`config.mk`:
```
export PLATFORM = sky130hd
export DESIGN_NAME = ee_cmd_seq
export DESIGN_NICKNAME = d
export VERILOG_FILES = /design/src/rtl/ee_seq_pkg.sv /design/src/rtl/ee_bit_shifter.sv /design/src/rtl/ee_poll_counter.sv /design/src/rtl/ee_cmd_seq.sv
export SDC_FILE = /design/constraint.sdc
export NUM_CORES = 1
export LEC_CHECK = 0
export BUFFER_PORTS_ARGS = -buffer_cell sky130_fd_sc_hd__buf_2
export CAP_MARGIN = 5
export CELL_PAD_IN_SITES_DETAIL_PLACEMENT = 0
export CELL_PAD_IN_SITES_GLOBAL_PLACEMENT = 2
export CORE_MARGIN = 10
export CORE_UTILIZATION = 37
export DETAILED_ROUTE_END_ITERATION = 6
export GPL_TIMING_DRIVEN = 1
export HOLD_SLACK_MARGIN = 0.03
export MAX_ROUTING_LAYER = met4
export PLACE_DENSITY = 0.95
export RECOVER_POWER = 25
export SYNTH_ARGS = -nofsm -noshare
export SYNTH_HDL_FRONTEND = slang
export SYNTH_SLANG_ARGS = --single-unit
export TNS_END_PERCENT = 20
```
`constraint.sdc`:
```
create_clock -name clk -period 6.05 [get_ports clk]
set_clock_uncertainty 0.2 [all_clocks]
set_input_delay 1.21 -clock clk [delete_from_list [all_inputs] [get_ports clk]]
set_output_delay 1.21 -clock clk [all_outputs]
set_load 0.02 [all_outputs]
```
`src/rtl/ee_seq_pkg.sv`:
```
package ee_seq_pkg;

    localparam logic [7:0] OP_WREN  = 8'h06;
    localparam logic [7:0] OP_WRITE = 8'h02;
    localparam logic [7:0] OP_READ  = 8'h03;
    localparam logic [7:0] OP_RDSR  = 8'h05;
    localparam logic [7:0] OP_WRSR  = 8'h01;
    localparam logic [7:0] FILL_BYTE = 8'hFF;

    typedef enum logic [1:0] {
        KIND_READ  = 2'd0,
        KIND_WRITE = 2'd1,
        KIND_WRSR  = 2'd2,
        KIND_NONE  = 2'd3
    } req_kind_e;

    typedef enum logic [2:0] {
        FR_WREN,
        FR_WRITE,
        FR_READ,
        FR_WRSR,
        FR_RDSR
    } frame_e;

    typedef enum logic [2:0] {
        ST_IDLE,
        ST_LOAD,
        ST_SHIFT,
        ST_GAP,
        ST_DONE
    } state_e;

    typedef struct packed {
        req_kind_e   kind;
        logic [15:0] addr;
        logic [7:0]  data;
    } req_t;

    // index of the final byte of a frame
    function automatic logic [1:0] frame_last(input frame_e f);
        case (f)
            FR_WREN:  return 2'd0;
            FR_WRSR:  return 2'd1;
            FR_RDSR:  return 2'd1;
            default:  return 2'd3;
        endcase
    endfunction

    function automatic logic [7:0] frame_byte(input frame_e f,
                                              input logic [1:0] idx,
                                              input req_t r);
        logic [7:0] b;
        b = FILL_BYTE;
        case (f)
            FR_WREN: b = OP_WREN;
            FR_RDSR: b = (idx == 2'd0) ? OP_RDSR : FILL_BYTE;
            FR_WRSR: b = (idx == 2'd0) ? OP_WRSR : r.data;
            FR_READ, FR_WRITE: begin
                case (idx)
                    2'd0: b = (f == FR_READ) ? OP_READ : OP_WRITE;
                    2'd1: b = r.addr[15:8];
                    2'd2: b = r.addr[7:0];
                    default: b = (f == FR_READ) ? FILL_BYTE : r.data;
                endcase
            end
            default: b = FILL_BYTE;
        endcase
        return b;
    endfunction

endpackage

```
`src/rtl/ee_bit_shifter.sv`:
```
module ee_bit_shifter #(
    parameter int CLK_DIV = 4
) (
    input  logic       clk,
    input  logic       rst,
    input  logic       start,
    input  logic [7:0] tx_byte,
    input  logic       miso,
    output logic       sck,
    output logic       mosi,
    output logic       byte_done,
    output logic [7:0] rx_byte
);
    localparam int HALF = (CLK_DIV < 2) ? 1 : CLK_DIV / 2;
    localparam int HW   = (HALF < 2) ? 1 : $clog2(HALF);

    logic          active;
    logic [7:0]    shreg;
    logic [2:0]    bitn;
    logic [HW-1:0] hcnt;

    assign mosi = shreg[7];

    always_ff @(posedge clk) begin
        if (rst) begin
            active    <= 1'b0;
            shreg     <= '0;
            bitn      <= '0;
            hcnt      <= '0;
            sck       <= 1'b0;
            rx_byte   <= '0;
            byte_done <= 1'b0;
        end else begin
            byte_done <= 1'b0;
            if (start && !active) begin
                active <= 1'b1;
                shreg  <= tx_byte;
                bitn   <= '0;
                hcnt   <= '0;
                sck    <= 1'b0;
            end else if (active) begin
                if (hcnt == HW'(HALF - 1)) begin
                    hcnt <= '0;
                    if (!sck) begin
                        sck     <= 1'b1;
                        rx_byte <= {rx_byte[6:0], miso};
                    end else begin
                        sck <= 1'b0;
                        if (bitn == 3'd7) begin
                            active    <= 1'b0;
                            byte_done <= 1'b1;
                        end else begin
                            bitn  <= bitn + 3'd1;
                            shreg <= {shreg[6:0], 1'b0};
                        end
                    end
                end else begin
                    hcnt <= hcnt + HW'(1);
                end
            end
        end
    end
endmodule

```
`src/rtl/ee_poll_counter.sv`:
```
module ee_poll_counter #(
    parameter int POLL_W = 8
) (
    input  logic              clk,
    input  logic              rst,
    input  logic              clr,
    input  logic              inc,
    input  logic [POLL_W-1:0] limit,
    output logic              exhausted
);
    logic [POLL_W-1:0] count;
    logic [POLL_W-1:0] eff_limit;

    assign eff_limit = (limit == '0) ? POLL_W'(1) : limit;
    assign exhausted = (count >= eff_limit);

    always_ff @(posedge clk) begin
        if (rst || clr) begin
            count <= '0;
        end else if (inc && (count != '1)) begin
            count <= count + POLL_W'(1);
        end
    end
endmodule

```
`src/rtl/ee_cmd_seq.sv`:
```
module ee_cmd_seq
    import ee_seq_pkg::*;
#(
    parameter int CLK_DIV = 4,
    parameter int POLL_W  = 8
) (
    input  logic              clk,
    input  logic              rst,
    input  logic              req_valid,
    input  logic [1:0]        req_kind,
    input  logic [15:0]       req_addr,
    input  logic [7:0]        req_wdata,
    input  logic [POLL_W-1:0] max_polls,
    output logic              busy,
    output logic              done,
    output logic [7:0]        rdata,
    output logic              timeout,
    output logic              spi_sck,
    output logic              spi_mosi,
    output logic              spi_csn,
    input  logic              spi_miso
);
    localparam int GAP_CYC = (CLK_DIV < 2) ? 2 : CLK_DIV;
    localparam int GW      = $clog2(GAP_CYC + 1);

    state_e        state;
    frame_e        frame;
    req_t          req_q;
    logic [1:0]    byte_idx;
    logic [GW-1:0] gap_cnt;
    logic [7:0]    last_status;
    logic          csn_q;

    logic          sh_start;
    logic          sh_done;
    logic [7:0]    sh_rx;
    logic [7:0]    sh_tx;
    logic          poll_clr;
    logic          poll_inc;
    logic          poll_out;
    logic          accept;
    logic          last_byte;

    assign accept    = (state == ST_IDLE) && req_valid && (req_kind != KIND_NONE);
    assign sh_start  = (state == ST_LOAD);
    assign sh_tx     = frame_byte(frame, byte_idx, req_q);
    assign last_byte = (byte_idx == frame_last(frame));
    assign poll_clr  = accept;
    assign poll_inc  = (state == ST_SHIFT) && sh_done && last_byte && (frame == FR_RDSR);

    assign busy    = (state != ST_IDLE);
    assign done    = (state == ST_DONE);
    assign spi_csn = csn_q;

    ee_bit_shifter #(.CLK_DIV(CLK_DIV)) u_shift (
        .clk       (clk),
        .rst       (rst),
        .start     (sh_start),
        .tx_byte   (sh_tx),
        .miso      (spi_miso),
        .sck       (spi_sck),
        .mosi      (spi_mosi),
        .byte_done (sh_done),
        .rx_byte   (sh_rx)
    );

    ee_poll_counter #(.POLL_W(POLL_W)) u_poll (
        .clk       (clk),
        .rst       (rst),
        .clr       (poll_clr),
        .inc       (poll_inc),
        .limit     (max_polls),
        .exhausted (poll_out)
    );

    always_ff @(posedge clk) begin
        if (rst) begin
            state       <= ST_IDLE;
            frame       <= FR_READ;
            req_q       <= '0;
            byte_idx    <= '0;
            gap_cnt     <= '0;
            last_status <= '0;
            csn_q       <= 1'b1;
            rdata       <= '0;
            timeout     <= 1'b0;
        end else begin
            case (state)
                ST_IDLE: begin
                    if (accept) begin
                        req_q    <= '{kind: req_kind_e'(req_kind), addr: req_addr, data: req_wdata};
                        frame    <= (req_kind == KIND_READ) ? FR_READ : FR_WREN;
                        byte_idx <= '0;
                        timeout  <= 1'b0;
                        csn_q    <= 1'b0;
                        state    <= ST_LOAD;
                    end
                end
                ST_LOAD: begin
                    state <= ST_SHIFT;
                end
                ST_SHIFT: begin
                    if (sh_done) begin
                        if (last_byte) begin
                            csn_q   <= 1'b1;
                            gap_cnt <= '0;
                            state   <= ST_GAP;
                            if (frame == FR_RDSR) last_status <= sh_rx;
                            if (frame == FR_READ) rdata <= sh_rx;
                        end else begin
                            byte_idx <= byte_idx + 2'd1;
                            state    <= ST_LOAD;
                        end
                    end
                end
                ST_GAP: begin
                    if (gap_cnt == GW'(GAP_CYC - 1)) begin
                        byte_idx <= '0;
                        case (frame)
                            FR_WREN: begin
                                frame <= (req_q.kind == KIND_WRITE) ? FR_WRITE : FR_WRSR;
                                csn_q <= 1'b0;
                                state <= ST_LOAD;
                            end
                            FR_WRITE, FR_WRSR: begin
                                frame <= FR_RDSR;
                                csn_q <= 1'b0;
                                state <= ST_LOAD;
                            end
                            FR_RDSR: begin
                                if (!last_status[0]) begin
                                    state <= ST_DONE;
                                end else if (poll_out) begin
                                    timeout <= 1'b1;
                                    state   <= ST_DONE;
                                end else begin
                                    csn_q <= 1'b0;
                                    state <= ST_LOAD;
                                end
                            end
                            default: state <= ST_DONE;
                        endcase
                    end else begin
                        gap_cnt <= gap_cnt + GW'(1);
                    end
                end
                ST_DONE: begin
                    state <= ST_IDLE;
                end
                default: state <= ST_IDLE;
            endcase
        end
    end
endmodule

```
==> impl_metrics.csv, run 1 <==
group,metric,value,unit
outcome,run_status,"finished with violations",
outcome,violations_in_the_final_reports,"max-capacitance violations, max-slew violations",
cts,cts-htree-levels,3,
power_and_ir_drop,cellLeakagePower,1.70,nW
timing,final-max-slew-violation-count,41,
placement,hpwlAfterDp,6.75,mm
worst_setup_path,crit_path_start_kind,"primary input",
worst_setup_path,endpoint_of_the_most_critical_setup_path,"gap_cnt[2]",
power_and_ir_drop,sum_of_internal_switching_and_leakage_power,1.05,mW
detailed_routing,routed_wl,9.12,mm
global_routing,grt_antenna_before_repair,0,
finish,areaGrowthSynthToFinish,12.8,%
cts,post_cts_resized,0,
cts,clk_transition_reported_paths,0.08,ns
logic_synthesis,dominantRegCellSynth,"dfxtp_1",
global_routing,grt.total_usage,0.128,
floorplanning,core_area,10300,sq um
global_routing,grt_max_degree,41,
timing,report.final.hold_viol_count,0,
timing,post-route-period-util,0.660,
logic_synthesis,ys_types,60,
worst_setup_path,cp_data_required_time,6.02,ns
worst_setup_path,critical_path_peak_fanout,40,
timing,whs,0.257,ns
worst_setup_path,critical_path.endpoint_type,"register",
timing,period_minus_slack,4.00,ns
logic_synthesis,ys_seq_area_frac,0.407,
finish,nNetsFinal,564,
finish,final.fill_count,1083,
logic_synthesis,synthDominantCellAreaShare,0.407,
logic_synthesis,yosys_synthesis_warning_count,0,
detailed_routing,via_count,3318,
detailed_routing,antenna_violating_nets_post_route,0,
cts,cts_root_buf,"clkbuf_8",
worst_setup_path,criticalPathCategory,"in2reg",
global_routing,wire_length_of_the_first_global_routing_pass,15.4,mm
cts,worst_skew_pair.late_latency,0.35,ns
min_path,min_path_type,"reg2reg",
cts,clock_sink_count,79,
cts,tritoncts,"done",
worst_setup_path,reg2reg_from,"state[0]",
logic_synthesis,netlist_area,3880,sq um
timing,setup_viol,0,
logic_synthesis,netlist_top_cells_area,"dfxtp_1 41%, nand2_1 7.5%, a21oi_1 5.8%, ha_1 5.5%, mux2i_1 5.4%",
floorplanning,chipWidth,122,um
power_and_ir_drop,power_frac_clock,0.376,
power_and_ir_drop,ir_worst_vdd,119,uV
placement,place_congestion,0.841,
timing,rsz0062_at_grt,"false",
worst_setup_path,timing.reg2reg.worst_path_depth,6,
detailed_routing,post_drt_via_cell_ratio,5.10,
logic_synthesis,synth_most_common_cell,"dfxtp_1",
detailed_routing,route.detailed.wl_per_inst,14.0,um
logic_synthesis,synth_largest_area_cell,"dfxtp_1",
floorplanning,initial_core_util,0.378,
placement,port-buffer-count,51,
logic_synthesis,postSynth.asyncResetShare,0,
timing,fmax,250,MHz
cts,cts_setup_buffers,0,
floorplanning,io_pins,52,
power_and_ir_drop,comb_power_share,0.094,
finish,post_route_cells_drive_above_1_share,0.138,
finish,antennaDiodeCount,0,
global_routing,vias_in_the_first_global_route,3218,
timing,slew_headroom,-0.162,
logic_synthesis,synth.cells.most_frequent,"79 x dfxtp_1, 78 x nand2_1, 54 x nor2_1",
detailed_routing,detail_route.iter0.violations,149,
detailed_routing,drt_drc_violations_left,0,
logic_synthesis,number_of_synthesized_flops_with_an_enable_pin,0,
global_routing,gr-total-overflow,0,
worst_setup_path,cp_data_arrival_time,3.96,ns
detailed_routing,firstDrtPassIters,4,
power_and_ir_drop,power.switching_fraction,0.257,
timing,worstMarginPinSlew,1.74,ns
cts,clock_tree.buffer_depth,2,
timing,fin_ws,2.05,ns
logic_synthesis,synthesis.nets,529,
power_and_ir_drop,cellPowerDensity,239,nW/um^2
floorplanning,die_area,15000,sq um
placement,dpl_worst_slack,2.49,ns
timing,totalNegativeSetupSlack,0,ns
worst_setup_path,minimum_setup_slack_among_reg_to_reg_paths,3.20,ns
worst_setup_path,crit_start,"rst",
logic_synthesis,synth_seq_cells,79,
logic_synthesis,synthesis.instances,474,
run,maxCapViolations,1,
floorplanning,placementRows,37,
cts,cts_buffers,9,
power_and_ir_drop,pwr-share-seq,0.530,
logic_synthesis,avgSynthCellArea,8.19,sq um
floorplanning,dieHeight,122,um
worst_setup_path,r2r-end,"byte_idx[1]",
power_and_ir_drop,power_report.internal_total,0.778,mW
power_and_ir_drop,power.net_switching,0.269,mW
cts,hold_buffer_count_at_cts,0,
==> cell usage in the layout, fill, tap and decap left out, types with 10 or more instances in the layout <==
cell type  instances
nand2_1           78
mux2i_1           21
inv_1             17
nor3_1            18
nor2_1            54
buf_2             44
a21oi_1           45
ha_1              17
o21ai_0           14
clkbuf_8          10
dfxtp_1           79
==> layout make-up <==
type | instances | area [sq um] | area share
repair buffers | 52 | 250 | 0.0572
flip-flops and latches | 79 | 1580 | 0.361
well taps | 136 | 170 | 0.0389
clock inverters | 5 | 57.6 | 0.0131
multi-input cells | 350 | 2110 | 0.483
clock buffers | 11 | 141 | 0.0323
inverters | 17 | 63.8 | 0.0146
==> power by group through the flow <==
stage	clock network [mW]	logic, mW	registers [mW]
floorplan	0	0.0746	0.560
global placement	0	0.0981	0.566
finish	0.394	0.0985	0.555
detailed placement	0	0.0994	0.567
global route	0.428	0.114	0.558
CTS	0.406	0.0997	0.554
==> worst max-delay path, stage by stage <==
cell and delay, ns:
clkbuf_1 0.91, clkbuf_1 1.32, o21bai_1 0.36, o32ai_1 0.15
==> through the flow <==
stage	util	area (sq um)	std cells
finish	0.426	4380	650
global route	0.426	4380	650
CTS	0.427	4390	650
detailed placement	0.408	4190	634
global placement	0.408	4190	634
floorplan	-	3880	474
==> how the worst min path moves through the flow <==
stage,start,endpoint,slack [ns],cells past startpoint
floorplan,req_q[2],req_q[2],0.23,2
global placement,req_q[8],req_q[8],0.25,2
detailed placement,req_q[20],req_q[20],0.25,2
CTS,req_q[20],req_q[20],0.26,2
global route,req_q[17],req_q[17],0.27,2
finish,req_q[20],req_q[20],0.26,2
==> state kept, by name (all words and copies together), names as in the netlist, 2 cells and up <==
name,flops
req_q,26
rdata,8
u_poll.count,8
u_shift.rx_byte,8
u_shift.shreg,8
frame,3
gap_cnt,3
state,3
u_shift.bitn,3
byte_idx,2
==> routing by layer <==
| layer | share of wire | track usage | vias to the layer above |
|---|---|---|---|
| met5 | 0 | - | - |
| met4 | 0.0075 | 0.0383 | 0 |
| met3 | 0.043 | 0.0266 | 5 |
| met2 | 0.44 | 0.190 | 58 |
| met1 | 0.51 | 0.172 | 1520 |
| li1 | - | - | 1735 |
==> logic make-up (layout without fill, tap and decap cells) <==
kind of cell	count (synthesis)	in the layout	share of synthesized area
compound gates	105	105	0.177
xor+xnor	7	7	0.0158
fa+ha+maj	17	17	0.0548
buf+inv	45	85	0.0480
flops	79	79	0.407
mux	21	21	0.0542
simple gates	200	200	0.242
No activity file was read; power rests on OpenSTA's default activity.
==> run 2: changes to the inputs <==
Settings changed: CORE_UTILIZATION 37 to 31, PLACE_DENSITY 0.95 to 0.87.
Clock period 6.05 ns to 3.4 ns, I/O delays scaled along.
==> run 2 against run 1 <==
The flow still finishes with violations (max-capacitance violations, max-slew violations). Non-clock buffer count increased by 2. Sequential share of layout area down 1.4 points. Sequential power rose by 78%. Core utilization decreased by 5.0 points. Global-route usage shrank 1.5 points. Routed wire length increased by 3.5%. Combinational power up 83%. Largest power group is now the clock network. Highest routed layer unchanged.
==> impl_metrics.csv, run 2 (synthesized netlist as in run 1, its figures left out) <==
group,metric,value,unit
power_and_ir_drop,cellLeakagePower,1.77,nW
worst_setup_path,slowest_stage,"or4_1",
timing,worstMarginPinSlew,1.53,ns
detailed_routing,firstDrtPassIters,4,
global_routing,grt_max_degree,36,
floorplanning,initial_core_util,0.320,
run,maxCapViolations,1,
floorplanning,die_area,17400,sq um
floorplanning,core_area,12100,sq um
detailed_routing,detail_route.iter0.violations,159,
detailed_routing,post_drt_via_cell_ratio,4.83,
finish,final_cell_mix,"79 x dfxtp_1, 78 x nand2_1, 54 x nor2_1, 45 x a21oi_1, 39 x buf_2",
cts,cts_setup_buffers,0,
finish,layout.cell_area.non_filler,4550,sq um
timing,report.final.hold_viol_count,0,
outcome,violations_in_the_final_reports,"max-capacitance violations, max-slew violations",
placement,port-buffer-count,51,
worst_setup_path,critical-path-top-delay-family,"simple AND/OR/NAND/NOR gates",
detailed_routing,antenna_violating_nets_post_route,0,
placement,place_congestion,0.824,
cts,hold_buffer_count_at_cts,0,
timing,period_minus_slack,2.68,ns
floorplanning,placementRows,40,
global_routing,gr-total-overflow,0,
global_routing,wire_length_of_the_first_global_routing_pass,16.0,mm
detailed_routing,via_count,3301,
cts,post_cts_resized,0,
worst_setup_path,timing.critical_path.slowest_cell_delay,0.56,ns
floorplanning,chipWidth,132,um
min_path,min_path_type,"reg2reg",
timing,slew_headroom,-0.0200,
worst_setup_path,cp_most_frequent_cell,"a41o_1",
placement,cell_area_reported_after_detailed_placement,4250,sq um
cts,tritoncts,"done",
worst_setup_path,reg2reg_from,"frame[0]",
floorplanning,dieHeight,132,um
timing,rsz0062_at_grt,"false",
cts,cts_root_buf,"clkbuf_16",
global_routing,grt.total_usage,0.113,
timing,totalNegativeSetupSlack,0,ns
timing,fmax,374,MHz
worst_setup_path,crit_path_start_kind,"primary input",
worst_setup_path,critical_path_peak_fanout,3,
finish,final.fill_count,1303,
cts,clock_tree.buffer_depth,2,
timing,post-route-period-util,0.787,
finish,post_route_cells_drive_above_1_share,0.136,
global_routing,vias_in_the_first_global_route,3319,
timing,final-max-slew-violation-count,36,
timing,setup_viol,0,
worst_setup_path,critical_path.cell_chain,"buf_2, nor4_1, a41o_1, ha_1, nand2b_1, a2111oi_0, or4_1, a41o_1, or2_0, a31oi_1",
cts,clk_transition_reported_paths,0.06,ns
cts,cts_buffers,9,
finish,register_ranked_first_by_flip_flop_count,"req_q",
placement,hpwlAfterDp,6.84,mm
cts,clock_sink_count,79,
worst_setup_path,crit_start,"max_polls[4]",
worst_setup_path,cp.buffers_inverters,1,
floorplanning,io_pins,52,
min_path,hold_start,"req_q[18]",
worst_setup_path,cp_data_arrival_time,2.75,ns
worst_setup_path,critical_path.endpoint_type,"register",
worst_setup_path,criticalPathCategory,"in2reg",
power_and_ir_drop,sum_of_internal_switching_and_leakage_power,2.21,mW
worst_setup_path,cp_data_required_time,3.47,ns
outcome,run_status,"finished with violations",
finish,nNetsFinal,566,
finish,layout_commonest_cell,"dfxtp_1",
finish,antennaDiodeCount,0,
power_and_ir_drop,ir_worst_vdd,176,uV
finish,areaGrowthSynthToFinish,17.3,%
global_routing,grt_antenna_before_repair,0,
cts,worst_skew_pair.late_latency,0.34,ns
cts,cts-htree-levels,3,
power_and_ir_drop,cellPowerDensity,486,nW/um^2
finish,largest_register_ff_count,26,
detailed_routing,route.detailed.wl_per_inst,13.8,um
detailed_routing,drt_drc_violations_left,0,
detailed_routing,routed_wl,9.44,mm
-- run 2: cell count changes in the layout (fill, tap and decap cells not counted), sizes merged --
cell      change
clkbuf        +4
bufinv        +1
clkinvlp      -3
clkinv        +3
buf           -3
-- run 2: layout make-up --
type | instances | area (sq um) | share of cell area
multi-input combinational | 350 | 2110 | 0.464
sequential | 79 | 1580 | 0.347
timing repair buffer | 54 | 260 | 0.0572
clock buffer | 10 | 239 | 0.0525
tap | 168 | 210 | 0.0462
clock inverter | 6 | 83.8 | 0.0184
inverter | 17 | 63.8 | 0.0140
-- run 2: tightest hold or removal path, cell delays in order, from the launching register on --
cell and delay [ns]:
dfxtp_1 0.31, nand2_1 0.05, a21oi_1 0.05
-- run 2: worst paths after layout --
path	slack (ns)	depth (start not counted)	end
min reg2reg	0.26	2	req_q[18]
max	0.72	10	spi_csn
min	0.26	2	req_q[18]
max reg2reg	0.89	6	byte_idx[1]
-- run 2: metal layers --
metal	up-vias	GRT usage	wire, um	part of all wire
met1	1501	0.147	4970	0.53
met3	14	0.0221	289	0.031
met2	57	0.165	4000	0.42
met5	-	-	0	0
li1	1729	-	-	-
met4	0	0.0482	182	0.019
-- run 2: power breakdown --
part,internal [mW],switching (mW),leakage [nW]
Combinational,0.0695,0.110,0.965
Clock,0.660,0.386,0.162
Sequential,0.960,0.0281,0.642
-- run 2: metrics by stage --
step | utilization | cells | setup WS [ns] | hold WS [ns]
after detailed placement | 0.351 | 668 | 0.362 | 0.250
after CTS | 0.377 | 684 | 0.722 | 0.258
final | 0.376 | 684 | 0.723 | 0.255
after global placement | 0.351 | 668 | 0.393 | 0.245
after floorplan | - | 474 | 0.628 | 0.233
after global routing | 0.376 | 684 | 0.563 | 0.274
